**src/rtl/btu_pkg.sv**
```systemverilog
package btu_pkg;

    localparam int unsigned MODE_W  = 4;
    localparam int unsigned RADDR_W = 2;

    // register indices
    localparam logic [RADDR_W-1:0] REG_CTRL = 2'd0;
    localparam logic [RADDR_W-1:0] REG_MODE = 2'd1;
    localparam logic [RADDR_W-1:0] REG_CMPA = 2'd2;
    localparam logic [RADDR_W-1:0] REG_CMPB = 2'd3;

    // control register bit positions
    localparam int unsigned CB_ARM   = 0;
    localparam int unsigned CB_BKPT  = 1;
    localparam int unsigned CB_SWI   = 2;
    localparam int unsigned CB_FULL  = 3;
    localparam int unsigned CB_BEGIN = 4;

    typedef enum logic [MODE_W-1:0] {
        TM_A_ONLY         = 4'd0,
        TM_A_OR_B         = 4'd1,
        TM_A_THEN_B       = 4'd2,
        TM_B_EVENT        = 4'd3,
        TM_A_THEN_B_EVENT = 4'd4,
        TM_ADDR_A_DATA_B  = 4'd5,
        TM_ADDR_A_DATA_NB = 4'd6,
        TM_INSIDE         = 4'd7,
        TM_OUTSIDE        = 4'd8
    } trig_mode_e;

    typedef struct packed {
        logic trig_begin;
        logic bkpt_full;
        logic bkpt_swi;
        logic bkpt_en;
    } ctrl_t;

    typedef struct packed {
        logic              b_rw_val;
        logic              b_rw_en;
        logic              a_rw_val;
        logic              a_rw_en;
        logic [MODE_W-1:0] sel;
    } mode_t;

    localparam int unsigned MODE_BITS = $bits(mode_t);

    typedef enum logic [1:0] {
        ST_IDLE   = 2'd0,
        ST_ARMED  = 2'd1,
        ST_A_SEEN = 2'd2,
        ST_FIRED  = 2'd3
    } seq_state_e;

endpackage

```
**src/rtl/btu_regs.sv**
```systemverilog
module btu_regs
    import btu_pkg::*;
#(
    parameter int unsigned W = 16
) (
    input  logic               clk,
    input  logic               rst_n,
    input  logic               wr_en,
    input  logic [RADDR_W-1:0] wr_addr,
    input  logic [W-1:0]       wr_data,
    output ctrl_t              ctrl,
    output mode_t              mode,
    output logic [W-1:0]       cmp_a,
    output logic [W-1:0]       cmp_b,
    output logic               ctrl_wr,
    output logic               mode_wr,
    output logic               arm_bit
);

    ctrl_t        ctrl_q;
    mode_t        mode_q;
    logic [W-1:0] cmp_a_q;
    logic [W-1:0] cmp_b_q;

    assign ctrl_wr = wr_en && (wr_addr == REG_CTRL);
    assign mode_wr = wr_en && (wr_addr == REG_MODE);
    assign arm_bit = wr_data[CB_ARM];

    always_ff @(posedge clk) begin
        if (!rst_n) begin
            ctrl_q  <= '0;
            mode_q  <= '0;
            cmp_a_q <= '0;
            cmp_b_q <= '0;
        end else if (wr_en) begin
            unique case (wr_addr)
                REG_CTRL: ctrl_q <= '{trig_begin: wr_data[CB_BEGIN],
                                      bkpt_full:  wr_data[CB_FULL],
                                      bkpt_swi:   wr_data[CB_SWI],
                                      bkpt_en:    wr_data[CB_BKPT]};
                REG_MODE: mode_q  <= mode_t'(wr_data[MODE_BITS-1:0]);
                REG_CMPA: cmp_a_q <= wr_data;
                REG_CMPB: cmp_b_q <= wr_data;
            endcase
        end
    end

    assign ctrl  = ctrl_q;
    assign mode  = mode_q;
    assign cmp_a = cmp_a_q;
    assign cmp_b = cmp_b_q;

endmodule

```
**src/rtl/btu_match.sv**
```systemverilog
module btu_match
    import btu_pkg::*;
#(
    parameter int unsigned W = 16
) (
    input  logic         bkpt_en,
    input  logic         bkpt_full,
    input  mode_t        mode,
    input  logic [W-1:0] cmp_a,
    input  logic [W-1:0] cmp_b,
    input  logic         bus_valid,
    input  logic         bus_rw,
    input  logic [W-1:0] bus_addr,
    input  logic [W-1:0] bus_data,
    output logic         direct_hit,
    output logic         is_seq,
    output logic         seq_a,
    output logic         seq_b
);

    localparam int unsigned NCMP = 2;

    logic [W-1:0]    ref_word [NCMP];
    logic [NCMP-1:0] q_en;
    logic [NCMP-1:0] q_val;
    logic [NCMP-1:0] addr_eq;
    logic [NCMP-1:0] dir_ok;
    logic [NCMP-1:0] hit;

    assign ref_word[0] = cmp_a;
    assign ref_word[1] = cmp_b;
    assign q_en        = {mode.b_rw_en,  mode.a_rw_en};
    assign q_val       = {mode.b_rw_val, mode.a_rw_val};

    // one address comparator with direction qualifier per register
    for (genvar i = 0; i < NCMP; i++) begin : g_cmp
        assign addr_eq[i] = (bus_addr == ref_word[i]);
        assign dir_ok[i]  = !q_en[i] || (bus_rw == q_val[i]);
        assign hit[i]     = bus_valid && addr_eq[i] && dir_ok[i];
    end

    logic data_eq;
    logic at_or_above_a;
    logic at_or_below_b;
    logic b_any_dir;
    logic a_live;

    assign data_eq       = (bus_data == cmp_b);
    assign at_or_above_a = (bus_addr >= cmp_a);
    assign at_or_below_b = (bus_addr <= cmp_b);
    assign b_any_dir     = bus_valid && addr_eq[1];
    assign a_live        = bus_valid && dir_ok[0];

    assign seq_a = hit[0];

    always_comb begin
        direct_hit = 1'b0;
        is_seq     = 1'b0;
        seq_b      = hit[1];
        if (bkpt_en) begin
            direct_hit = bkpt_full ? (hit[0] && data_eq) : (hit[0] || hit[1]);
        end else begin
            case (mode.sel)
                TM_A_ONLY:         direct_hit = hit[0];
                TM_A_OR_B:         direct_hit = hit[0] || hit[1];
                TM_A_THEN_B:       is_seq     = 1'b1;
                TM_B_EVENT:        direct_hit = b_any_dir;
                TM_A_THEN_B_EVENT: begin
                    is_seq = 1'b1;
                    seq_b  = b_any_dir;
                end
                TM_ADDR_A_DATA_B:  direct_hit = hit[0] && data_eq;
                TM_ADDR_A_DATA_NB: direct_hit = hit[0] && !data_eq;
                TM_INSIDE:         direct_hit = a_live && at_or_above_a && at_or_below_b;
                TM_OUTSIDE:        direct_hit = a_live && (!at_or_above_a || !at_or_below_b);
                default:           direct_hit = 1'b0;
            endcase
        end
    end

endmodule

```
**src/rtl/btu_fsm.sv**
```systemverilog
module btu_fsm
    import btu_pkg::*;
(
    input  logic clk,
    input  logic rst_n,
    input  logic ctrl_wr,
    input  logic arm_bit,
    input  logic mode_wr,
    input  logic bkpt_en,
    input  logic is_seq,
    input  logic seq_a,
    input  logic seq_b,
    input  logic direct_hit,
    output logic trig,
    output logic bkpt_req,
    output logic armed,
    output logic triggered
);

    seq_state_e st_q;
    seq_state_e st_d;
    logic       fire;

    // next state
    always_comb begin
        st_d = st_q;
        fire = 1'b0;
        if (ctrl_wr) begin
            st_d = arm_bit ? ST_ARMED : ST_IDLE;
        end else if (mode_wr && (st_q == ST_ARMED || st_q == ST_A_SEEN)) begin
            st_d = ST_ARMED;
        end else begin
            unique case (st_q)
                ST_IDLE:  st_d = ST_IDLE;
                ST_ARMED: begin
                    if (is_seq) begin
                        if (seq_a) st_d = ST_A_SEEN;
                    end else if (direct_hit) begin
                        st_d = ST_FIRED;
                        fire = 1'b1;
                    end
                end
                ST_A_SEEN: begin
                    if (seq_b) begin
                        st_d = ST_FIRED;
                        fire = 1'b1;
                    end
                end
                ST_FIRED: st_d = ST_FIRED;
            endcase
        end
    end

    // state register
    always_ff @(posedge clk) begin
        if (!rst_n) st_q <= ST_IDLE;
        else        st_q <= st_d;
    end

    // registered outputs
    logic trig_q;
    logic bkpt_q;

    always_ff @(posedge clk) begin
        if (!rst_n) begin
            trig_q <= 1'b0;
            bkpt_q <= 1'b0;
        end else begin
            trig_q <= fire && !bkpt_en;
            bkpt_q <= fire && bkpt_en;
        end
    end

    assign trig      = trig_q;
    assign bkpt_req  = bkpt_q;
    assign armed     = (st_q == ST_ARMED) || (st_q == ST_A_SEEN);
    assign triggered = (st_q == ST_FIRED);

endmodule

```
**src/rtl/bus_trig_unit.sv**
```systemverilog
module bus_trig_unit
    import btu_pkg::*;
#(
    parameter int unsigned W = 16
) (
    input  logic               clk,
    input  logic               rst_n,
    input  logic               wr_en,
    input  logic [RADDR_W-1:0] wr_addr,
    input  logic [W-1:0]       wr_data,
    input  logic               bus_valid,
    input  logic               bus_rw,
    input  logic [W-1:0]       bus_addr,
    input  logic [W-1:0]       bus_data,
    output logic               trig,
    output logic               trig_begin,
    output logic               bkpt_req,
    output logic               bkpt_swi,
    output logic               armed,
    output logic               triggered
);

    ctrl_t        ctrl;
    mode_t        mode;
    logic [W-1:0] cmp_a;
    logic [W-1:0] cmp_b;
    logic         ctrl_wr;
    logic         mode_wr;
    logic         arm_bit;
    logic         direct_hit;
    logic         is_seq;
    logic         seq_a;
    logic         seq_b;

    btu_regs #(.W(W)) u_regs (
        .clk     (clk),
        .rst_n   (rst_n),
        .wr_en   (wr_en),
        .wr_addr (wr_addr),
        .wr_data (wr_data),
        .ctrl    (ctrl),
        .mode    (mode),
        .cmp_a   (cmp_a),
        .cmp_b   (cmp_b),
        .ctrl_wr (ctrl_wr),
        .mode_wr (mode_wr),
        .arm_bit (arm_bit)
    );

    btu_match #(.W(W)) u_match (
        .bkpt_en    (ctrl.bkpt_en),
        .bkpt_full  (ctrl.bkpt_full),
        .mode       (mode),
        .cmp_a      (cmp_a),
        .cmp_b      (cmp_b),
        .bus_valid  (bus_valid),
        .bus_rw     (bus_rw),
        .bus_addr   (bus_addr),
        .bus_data   (bus_data),
        .direct_hit (direct_hit),
        .is_seq     (is_seq),
        .seq_a      (seq_a),
        .seq_b      (seq_b)
    );

    btu_fsm u_fsm (
        .clk        (clk),
        .rst_n      (rst_n),
        .ctrl_wr    (ctrl_wr),
        .arm_bit    (arm_bit),
        .mode_wr    (mode_wr),
        .bkpt_en    (ctrl.bkpt_en),
        .is_seq     (is_seq),
        .seq_a      (seq_a),
        .seq_b      (seq_b),
        .direct_hit (direct_hit),
        .trig       (trig),
        .bkpt_req   (bkpt_req),
        .armed      (armed),
        .triggered  (triggered)
    );

    assign trig_begin = ctrl.trig_begin;
    assign bkpt_swi   = ctrl.bkpt_swi;

endmodule

```
**config.mk**
```make
export PLATFORM = sky130hd
export DESIGN_NAME = bus_trig_unit
export DESIGN_NICKNAME = d
export VERILOG_FILES = /design/src/rtl/btu_pkg.sv /design/src/rtl/btu_regs.sv /design/src/rtl/btu_match.sv /design/src/rtl/btu_fsm.sv /design/src/rtl/bus_trig_unit.sv
export SDC_FILE = /design/constraint.sdc
export NUM_CORES = 1
export LEC_CHECK = 0
export BUFFER_PORTS_ARGS = -buffer_cell sky130_fd_sc_hd__buf_4
export CAP_MARGIN = 5
export CORE_UTILIZATION = 60
export DETAILED_ROUTE_END_ITERATION = 10
export GPL_TIMING_DRIVEN = 0
export HOLD_SLACK_MARGIN = 0.1
export PLACE_DENSITY = 0.94
export SETUP_SLACK_MARGIN = 0.05
export SYNTH_ARGS = -nofsm -noshare
export SYNTH_HDL_FRONTEND = slang
export SYNTH_SLANG_ARGS = --single-unit
export TNS_END_PERCENT = 20
```
**constraint.sdc**
```tcl
create_clock -name clk -period 6.8 [get_ports clk]
set_input_delay 1.36 -clock clk [delete_from_list [all_inputs] [get_ports clk]]
set_output_delay 1.36 -clock clk [all_outputs]
set_load 0.005 [all_outputs]
```
---- Word-level counts from Yosys, hierarchy flattened ----
Cells that the tools add are included.
word-level totals
  register bits after elaboration ......... 48
  input bits .............................. 55
  output and inout port bits .............. 6
  logic and storage cells ................. 94
cells by class
  order comparisons ....................... 2
  eq/ne operators ......................... 22
  mux-type cells .......................... 21
  reduce and logical (&&, ||, !) cells .... 35
operator list
  cell                number
  $eq 16x16->1        3
  $eq 4x3->1 const B  4
  $ge 16x16->1        1
  $le 16x16->1        1
  $logic_and 1x1->1   15
  $mux 1              12
  $mux 2              6
  $ne 5x4->1 const B  2
  $eq 2x2->1 const B  4
  $eq 4x2->1 const B  2
  $pmux 2 s4          1
  $reduce_and 2->1    4
  $pmux 1 s7          1
  $logic_not 1->1     6
  $logic_or 1x1->1    5
  $eq 2x1->1 const B  2
  $eq 4x1->1 const B  1
  $eq 4x4->1 const B  1
  $logic_not 2->1     2
  $logic_not 4->1     1
  $ne 4x3->1 const B  1
  $reduce_and 3->1    1
  $eq 1x1->1          2
  $pmux 1 s2          1
  $reduce_or 2->1     1

---- Longest topological paths before layout ----
  depth after elaboration ................. 13
  mapped depth ............................ 10
  depth with buffers taken out ............ 10

---- Modules after synthesis ----
Synthesis repeated with hierarchy kept, for this count alone.
unflattened totals
  cell total of the unflattened synthesis .. 369
  area total of the unflattened synthesis .. 3143.0 µm²
by module, submodules not included
  module     times used  cells an instance  area each (µm²)  seq. area each (µm²)
  btu_regs   1           167                1661.6           880.8
  btu_match  1           170                1218.7           0.0
  btu_fsm    1           32                 262.8            80.1

---- Worst setup path after synthesis ----
OpenSTA, ideal clock, no wires.
  kind .................................... input to register
  from .................................... in bus_addr[14]
  to ...................................... reg u_fsm.st_q[0]
  library setup time ...................... 72 ps
  arrival time ............................ 3287 ps
  data required time ...................... 6728 ps
  setup slack ............................. 3441 ps
  stages on the path ...................... 9
  buffers on the path ..................... 0
  path through ............................ ha_1 a21oi_1 nand2_1 a221oi_1 a31oi_1 or4b_1 a31oi_1 o21a_2 mux2i_1
between the ends
  cells in the longest elaborated chain, start to end .. 8
  elaborated cells on any way between the ends .. 26
  classes of those cells .................. order compare (2); eq/ne (5); mux (5); reduce/logical (14)
RTL lines
  item                                                   line                              RTL
  from (decl)                                            bus_trig_unit.sv:13               input logic [W-1:0] bus_addr,
  $ge 16x16->1 (tied with other cells)                   btu_match.sv:49                   assign at_or_above_a = (bus_addr >= cmp_a);
  $logic_not 1->1 (tied with other cells)                btu_match.sv:75                   TM_OUTSIDE: direct_hit = a_live && (!at_or_above_a || !at_or_below_b);
  $logic_or 1x1->1 or $logic_and 1x1->1 (tied branches)  btu_match.sv:75, btu_match.sv:39
  $logic_and 1x1->1 (tied with other cells)              btu_match.sv:75
  $pmux 1 s7 or $mux 1 (tied branches)                   btu_match.sv:63, btu_match.sv:61
  $mux 1                                                 btu_match.sv:60                   if (bkpt_en) begin
  $ne 5x4->1 (no line)                                   --
  $reduce_and 3->1 (no line) *                           --
  to (signal assigned)                                   btu_fsm.sv:57                     else st_q <= st_d;
  to (decl)                                              btu_fsm.sv:20                     seq_state_e st_q;
Every way passes the cells marked *; elsewhere a longest branch is shown, timed or not.
A chain may end at the register's enable or synchronous reset.

---- Final worst setup path ----
  from .................................... in bus_addr[7]
  to ...................................... reg u_fsm.st_q[1]
Same word-level chain as after synthesis.

==> run_summary.xml <==
<?xml version="1.0" encoding="UTF-8"?>
<metrics>
  <group name="clock_tree">
    <metric name="clkLatencyLatePin" unit="ns">0.31</metric>
    <metric name="clock-sinks" unit="">48</metric>
    <metric name="cts_hold_buffers" unit="">0</metric>
    <metric name="h-tree-depth" unit="">2</metric>
    <metric name="cts.root.buffer_cell" unit="">sky130_fd_sc_hd__clkbuf_8</metric>
    <metric name="buffer_depth_of_the_longest_clock_path" unit="">2</metric>
    <metric name="cts_resized" unit="">0</metric>
    <metric name="clock_transition_time_at_the_flip_flop_clock_pins_of_the_worst_setup_and_hold_paths" unit="ns">0.09</metric>
    <metric name="cts.repair_timing.setup_buffer_count" unit="">0</metric>
    <metric name="numCtsBuffers" unit="">5</metric>
    <metric name="tritoncts_clock_tree" unit="">yes</metric>
  </group>
  <group name="worst_setup_path">
    <metric name="critical_path.startpoint_type" unit="">input pin</metric>
    <metric name="critical_path.max_fanout" unit="">3</metric>
    <metric name="timing_worst_setup_path_type" unit="">input pin to flip-flop</metric>
    <metric name="worst-endpoint-required" unit="ns">7.04</metric>
    <metric name="worst_r2r_startpoint" unit="">u_regs.cmp_b[7]</metric>
    <metric name="worst_ep_arrival_time" unit="ns">3.88</metric>
    <metric name="cp-end-kind" unit="">flip-flop</metric>
    <metric name="worstSetupStartpoint" unit="">bus_addr[7]</metric>
  </group>
  <group name="timing">
    <metric name="hold-worst-slack" unit="ns">0.468</metric>
    <metric name="max_freq" unit="MHz">275</metric>
    <metric name="setup-tns-final" unit="ns">0</metric>
    <metric name="setup_viol_count_final" unit="">0</metric>
    <metric name="timing.final.crit_share" unit="">0.535</metric>
    <metric name="max_slew.worst_pin.slew" unit="ns">0.611</metric>
    <metric name="rsz_0062_raised_after_global_routing" unit="">false</metric>
    <metric name="final.setup_skew" unit="ns">0.00249</metric>
    <metric name="max-slew-margin-rel" unit="">0.589</metric>
    <metric name="report.final.slew_viol_count" unit="">0</metric>
    <metric name="final.min_clock_period" unit="ns">3.64</metric>
    <metric name="timing.final.hold_violations" unit="">0</metric>
  </group>
  <group name="routing">
    <metric name="ant_nets" unit="">0</metric>
    <metric name="drt-wirelength-per-cell" unit="µm">16.1</metric>
    <metric name="routed_wl" unit="mm">8.48</metric>
    <metric name="drt-pass1-iter-count" unit="">6</metric>
    <metric name="drcViolationCount" unit="">0</metric>
    <metric name="post_drt_via_cell_ratio" unit="">5.81</metric>
    <metric name="drt_iter0_drc" unit="">320</metric>
    <metric name="routed-via-count" unit="">3070</metric>
  </group>
  <group name="power_and_ir_drop">
    <metric name="pwr-share-comb" unit="">0.206</metric>
    <metric name="sw_share" unit="">0.292</metric>
    <metric name="power_switching" unit="µW">179</metric>
    <metric name="peakVddDrop" unit="µV">156</metric>
    <metric name="internal_power" unit="µW">434</metric>
    <metric name="sequentialPowerShare" unit="">0.485</metric>
    <metric name="total_power" unit="µW">613</metric>
    <metric name="cellLeakagePower" unit="µW">0.00154</metric>
    <metric name="power_frac_clock" unit="">0.308</metric>
    <metric name="power.density_cell_area" unit="mW/mm²">161</metric>
  </group>
  <group name="die">
    <metric name="placementRows" unit="">26</metric>
    <metric name="start_util" unit="">0.622</metric>
    <metric name="io_pins" unit="">61</metric>
    <metric name="die-area" unit="mm²">0.00559</metric>
    <metric name="core_area" unit="mm²">0.00511</metric>
    <metric name="die_width" unit="µm">74.7</metric>
    <metric name="die_h" unit="µm">74.7</metric>
  </group>
  <group name="synth">
    <metric name="postSynthRegisterBits" unit="">48</metric>
    <metric name="syn-instance-count" unit="">391</metric>
    <metric name="netlist-cell-type-count" unit="">47</metric>
    <metric name="area_fraction_in_and_or_nand_and_nor_cells_after_synthesis" unit="">0.227</metric>
    <metric name="share_of_the_yosys_chip_area_belonging_to_registers" unit="">0.303</metric>
    <metric name="largest_family_of_logic_cells_by_synthesized_area" unit="">simple AND/OR/NAND/NOR gates</metric>
    <metric name="mappedNetlistArea" unit="mm²">0.00317</metric>
    <metric name="synth-edff-count" unit="">0</metric>
    <metric name="muxShareOfSynthArea" unit="">0.0315</metric>
    <metric name="ys.warnings.count" unit="">0</metric>
    <metric name="async_flop_share" unit="">0</metric>
    <metric name="post_synth_fa_ha_maj_area_fraction" unit="">0.142</metric>
    <metric name="synthXorXnorAreaFrac" unit="">0.0524</metric>
    <metric name="synth_compound_area_frac" unit="">0.167</metric>
    <metric name="synth_area_per_cell" unit="µm²">8.12</metric>
    <metric name="synth.net_count" unit="">482</metric>
    <metric name="ys.flop_type" unit="">sky130_fd_sc_hd__dfxtp_1</metric>
  </group>
  <group name="global_routing">
    <metric name="grt_overflow_total" unit="">0</metric>
    <metric name="via_count_of_the_first_global_routing_pass" unit="">2969</metric>
    <metric name="antenna_found_initial" unit="">0</metric>
    <metric name="grt_start_max_net_pins" unit="">16</metric>
    <metric name="grt_pass1_wl" unit="mm">13.1</metric>
    <metric name="grt.total_usage" unit="">0.317</metric>
  </group>
  <group name="place">
    <metric name="dpl.cell_count" unit="">520</metric>
    <metric name="place.gp.congestion" unit="">0.918</metric>
    <metric name="place_hpwl" unit="mm">6.54</metric>
    <metric name="io_buffers" unit="">59</metric>
  </group>
  <group name="job">
    <metric name="drv_cap" unit="">0</metric>
  </group>
  <group name="final_layout">
    <metric name="post_route_cells_drive_above_1_share" unit="">0.172</metric>
    <metric name="diodes" unit="">0</metric>
    <metric name="synthToLayoutAreaGrowth" unit="%">19.7</metric>
    <metric name="final_cell_count_no_fill" unit="">528</metric>
    <metric name="layout.nets" unit="">548</metric>
  </group>
  <group name="outcome">
    <metric name="outcome" unit="">finished, final reports clean</metric>
  </group>
  <group name="worst_hold_path">
    <metric name="hold_path.class" unit="">flip-flop to flip-flop</metric>
    <metric name="holdCritStartpoint" unit="">u_regs.cmp_a[1]</metric>
  </group>
</metrics>
[worst paths after layout]
path | endpoint | slack (ns) | cells after the start
worst max-delay path | u_fsm.st_q[1] | 3.16 | 10
worst min-delay path | u_regs.cmp_a[1] | 0.47 | 2
worst max register to register | u_fsm.st_q[1] | 3.92 | 10
worst min register to register | u_regs.cmp_a[1] | 0.47 | 2
[layout make-up]
class	count	area (µm²)
Timing Repair Buffer	59	443
Multi-Input combinational cell	290	1970
Sequential cell	48	961
Inverter	38	143
Buffer	15	105
Clock buffer	6	82.6
Tap cell	70	87.6
Clock inverter	2	13.8
Fill cell	377	1310
[cells in the final DEF, fill, tap and decap left out, types with 3 or more instances in the layout]
cell,synthesis,layout
sky130_fd_sc_hd__nand2_1,85,85
sky130_fd_sc_hd__nor3_1,3,3
sky130_fd_sc_hd__buf_4,0,59
sky130_fd_sc_hd__nand4_1,10,10
sky130_fd_sc_hd__clkbuf_8,2,8
sky130_fd_sc_hd__nor2b_1,9,9
sky130_fd_sc_hd__dfxtp_1,48,48
sky130_fd_sc_hd__inv_1,38,38
sky130_fd_sc_hd__nor2_1,11,11
sky130_fd_sc_hd__nand3_1,10,10
sky130_fd_sc_hd__ha_1,36,36
sky130_fd_sc_hd__a21oi_1,15,15
sky130_fd_sc_hd__clkbuf_1,12,12
sky130_fd_sc_hd__o21ai_0,5,5
sky130_fd_sc_hd__nor4_1,5,5
sky130_fd_sc_hd__a21boi_0,36,36
sky130_fd_sc_hd__mux2i_1,10,10
sky130_fd_sc_hd__xor2_1,18,18
sky130_fd_sc_hd__nor4b_1,3,3
[synth_stat cells, drive strengths merged (2+ instances only)]
| library cell | count | area (µm²) |
|---|---|---|
| a21boi | 38 | 285 |
| a21oi | 16 | 83.8 |
| a31oi | 2 | 12.5 |
| clkbuf | 14 | 72.6 |
| dfxtp | 48 | 961 |
| ha | 36 | 450 |
| inv | 38 | 143 |
| mux2i | 10 | 100 |
| nand2 | 85 | 319 |
| nand2b | 3 | 21.3 |
| nand3 | 10 | 50.1 |
| nand3b | 2 | 15.0 |
| nand4 | 11 | 75.1 |
| nor2 | 11 | 41.3 |
| nor2b | 9 | 56.3 |
| nor3 | 4 | 25.0 |
| nor4 | 6 | 43.8 |
| nor4b | 3 | 26.3 |
| o2111ai | 2 | 17.5 |
| o21a | 2 | 16.3 |
| o21ai | 7 | 35.0 |
| xor2 | 18 | 158 |
[sequential cells by signal, indices dropped and copies added (netlist names)]
signal,flops
u_regs.cmp_a,16
u_regs.cmp_b,16
u_regs.mode,8
u_regs.ctrl,4
u_fsm.st_q,2
u_fsm.bkpt_req,1
u_fsm.trig,1
[metrics by stage]
stage / worst slack (ns) / util / cell area, µm²
6_report: 3.16 / 0.744 / 3800
5_1_grt: 3.10 / 0.744 / 3800
4_1_cts: 3.26 / 0.744 / 3800
3_5_place_dp: 2.95 / 0.725 / 3700
3_3_place_gp: 3.01 / 0.725 / 3700
2_1_floorplan: 3.44 / - / 3170
[worst max-delay path: stages]
cell	delay [ns]
sky130_fd_sc_hd__buf_4	0.12
sky130_fd_sc_hd__ha_1	0.32
sky130_fd_sc_hd__a21oi_1	0.15
sky130_fd_sc_hd__o21ai_0	0.17
sky130_fd_sc_hd__a221oi_1	0.31
sky130_fd_sc_hd__a31oi_1	0.16
sky130_fd_sc_hd__or4b_1	0.53
sky130_fd_sc_hd__a31oi_1	0.33
sky130_fd_sc_hd__o21a_2	0.24
sky130_fd_sc_hd__mux2i_1	0.19
[cell families (layout without fill, tap and decap cells)]
group | count (synthesis) | count (layout)
adder cells (fa/ha/maj) | 36 | 36
flip-flops | 48 | 48
multiplexers | 10 | 10
AND/OR/NAND/NOR | 150 | 150
AO/OA/AOI/OAI | 75 | 75
buffers and inverters | 53 | 120
XOR/XNOR | 19 | 19
[power by group through the flow]
stage	clock, µW	sequential, µW	combinational (µW)
floorplan	0	302	69.0
global placement	0	303	116
detailed placement	0	304	122
CTS	187	297	124
global route	199	299	138
finish	189	298	126
[routing by layer]
layer | track usage | up-vias | part of all wire
li1 | - | 1461 | -
met1 | 0.389 | 1419 | 0.40
met2 | 0.544 | 161 | 0.48
met3 | 0.0535 | 29 | 0.080
met4 | 0.145 | 0 | 0.035
met5 | 0 | - | 0
Note: power is estimated with default switching activity, not from simulation.
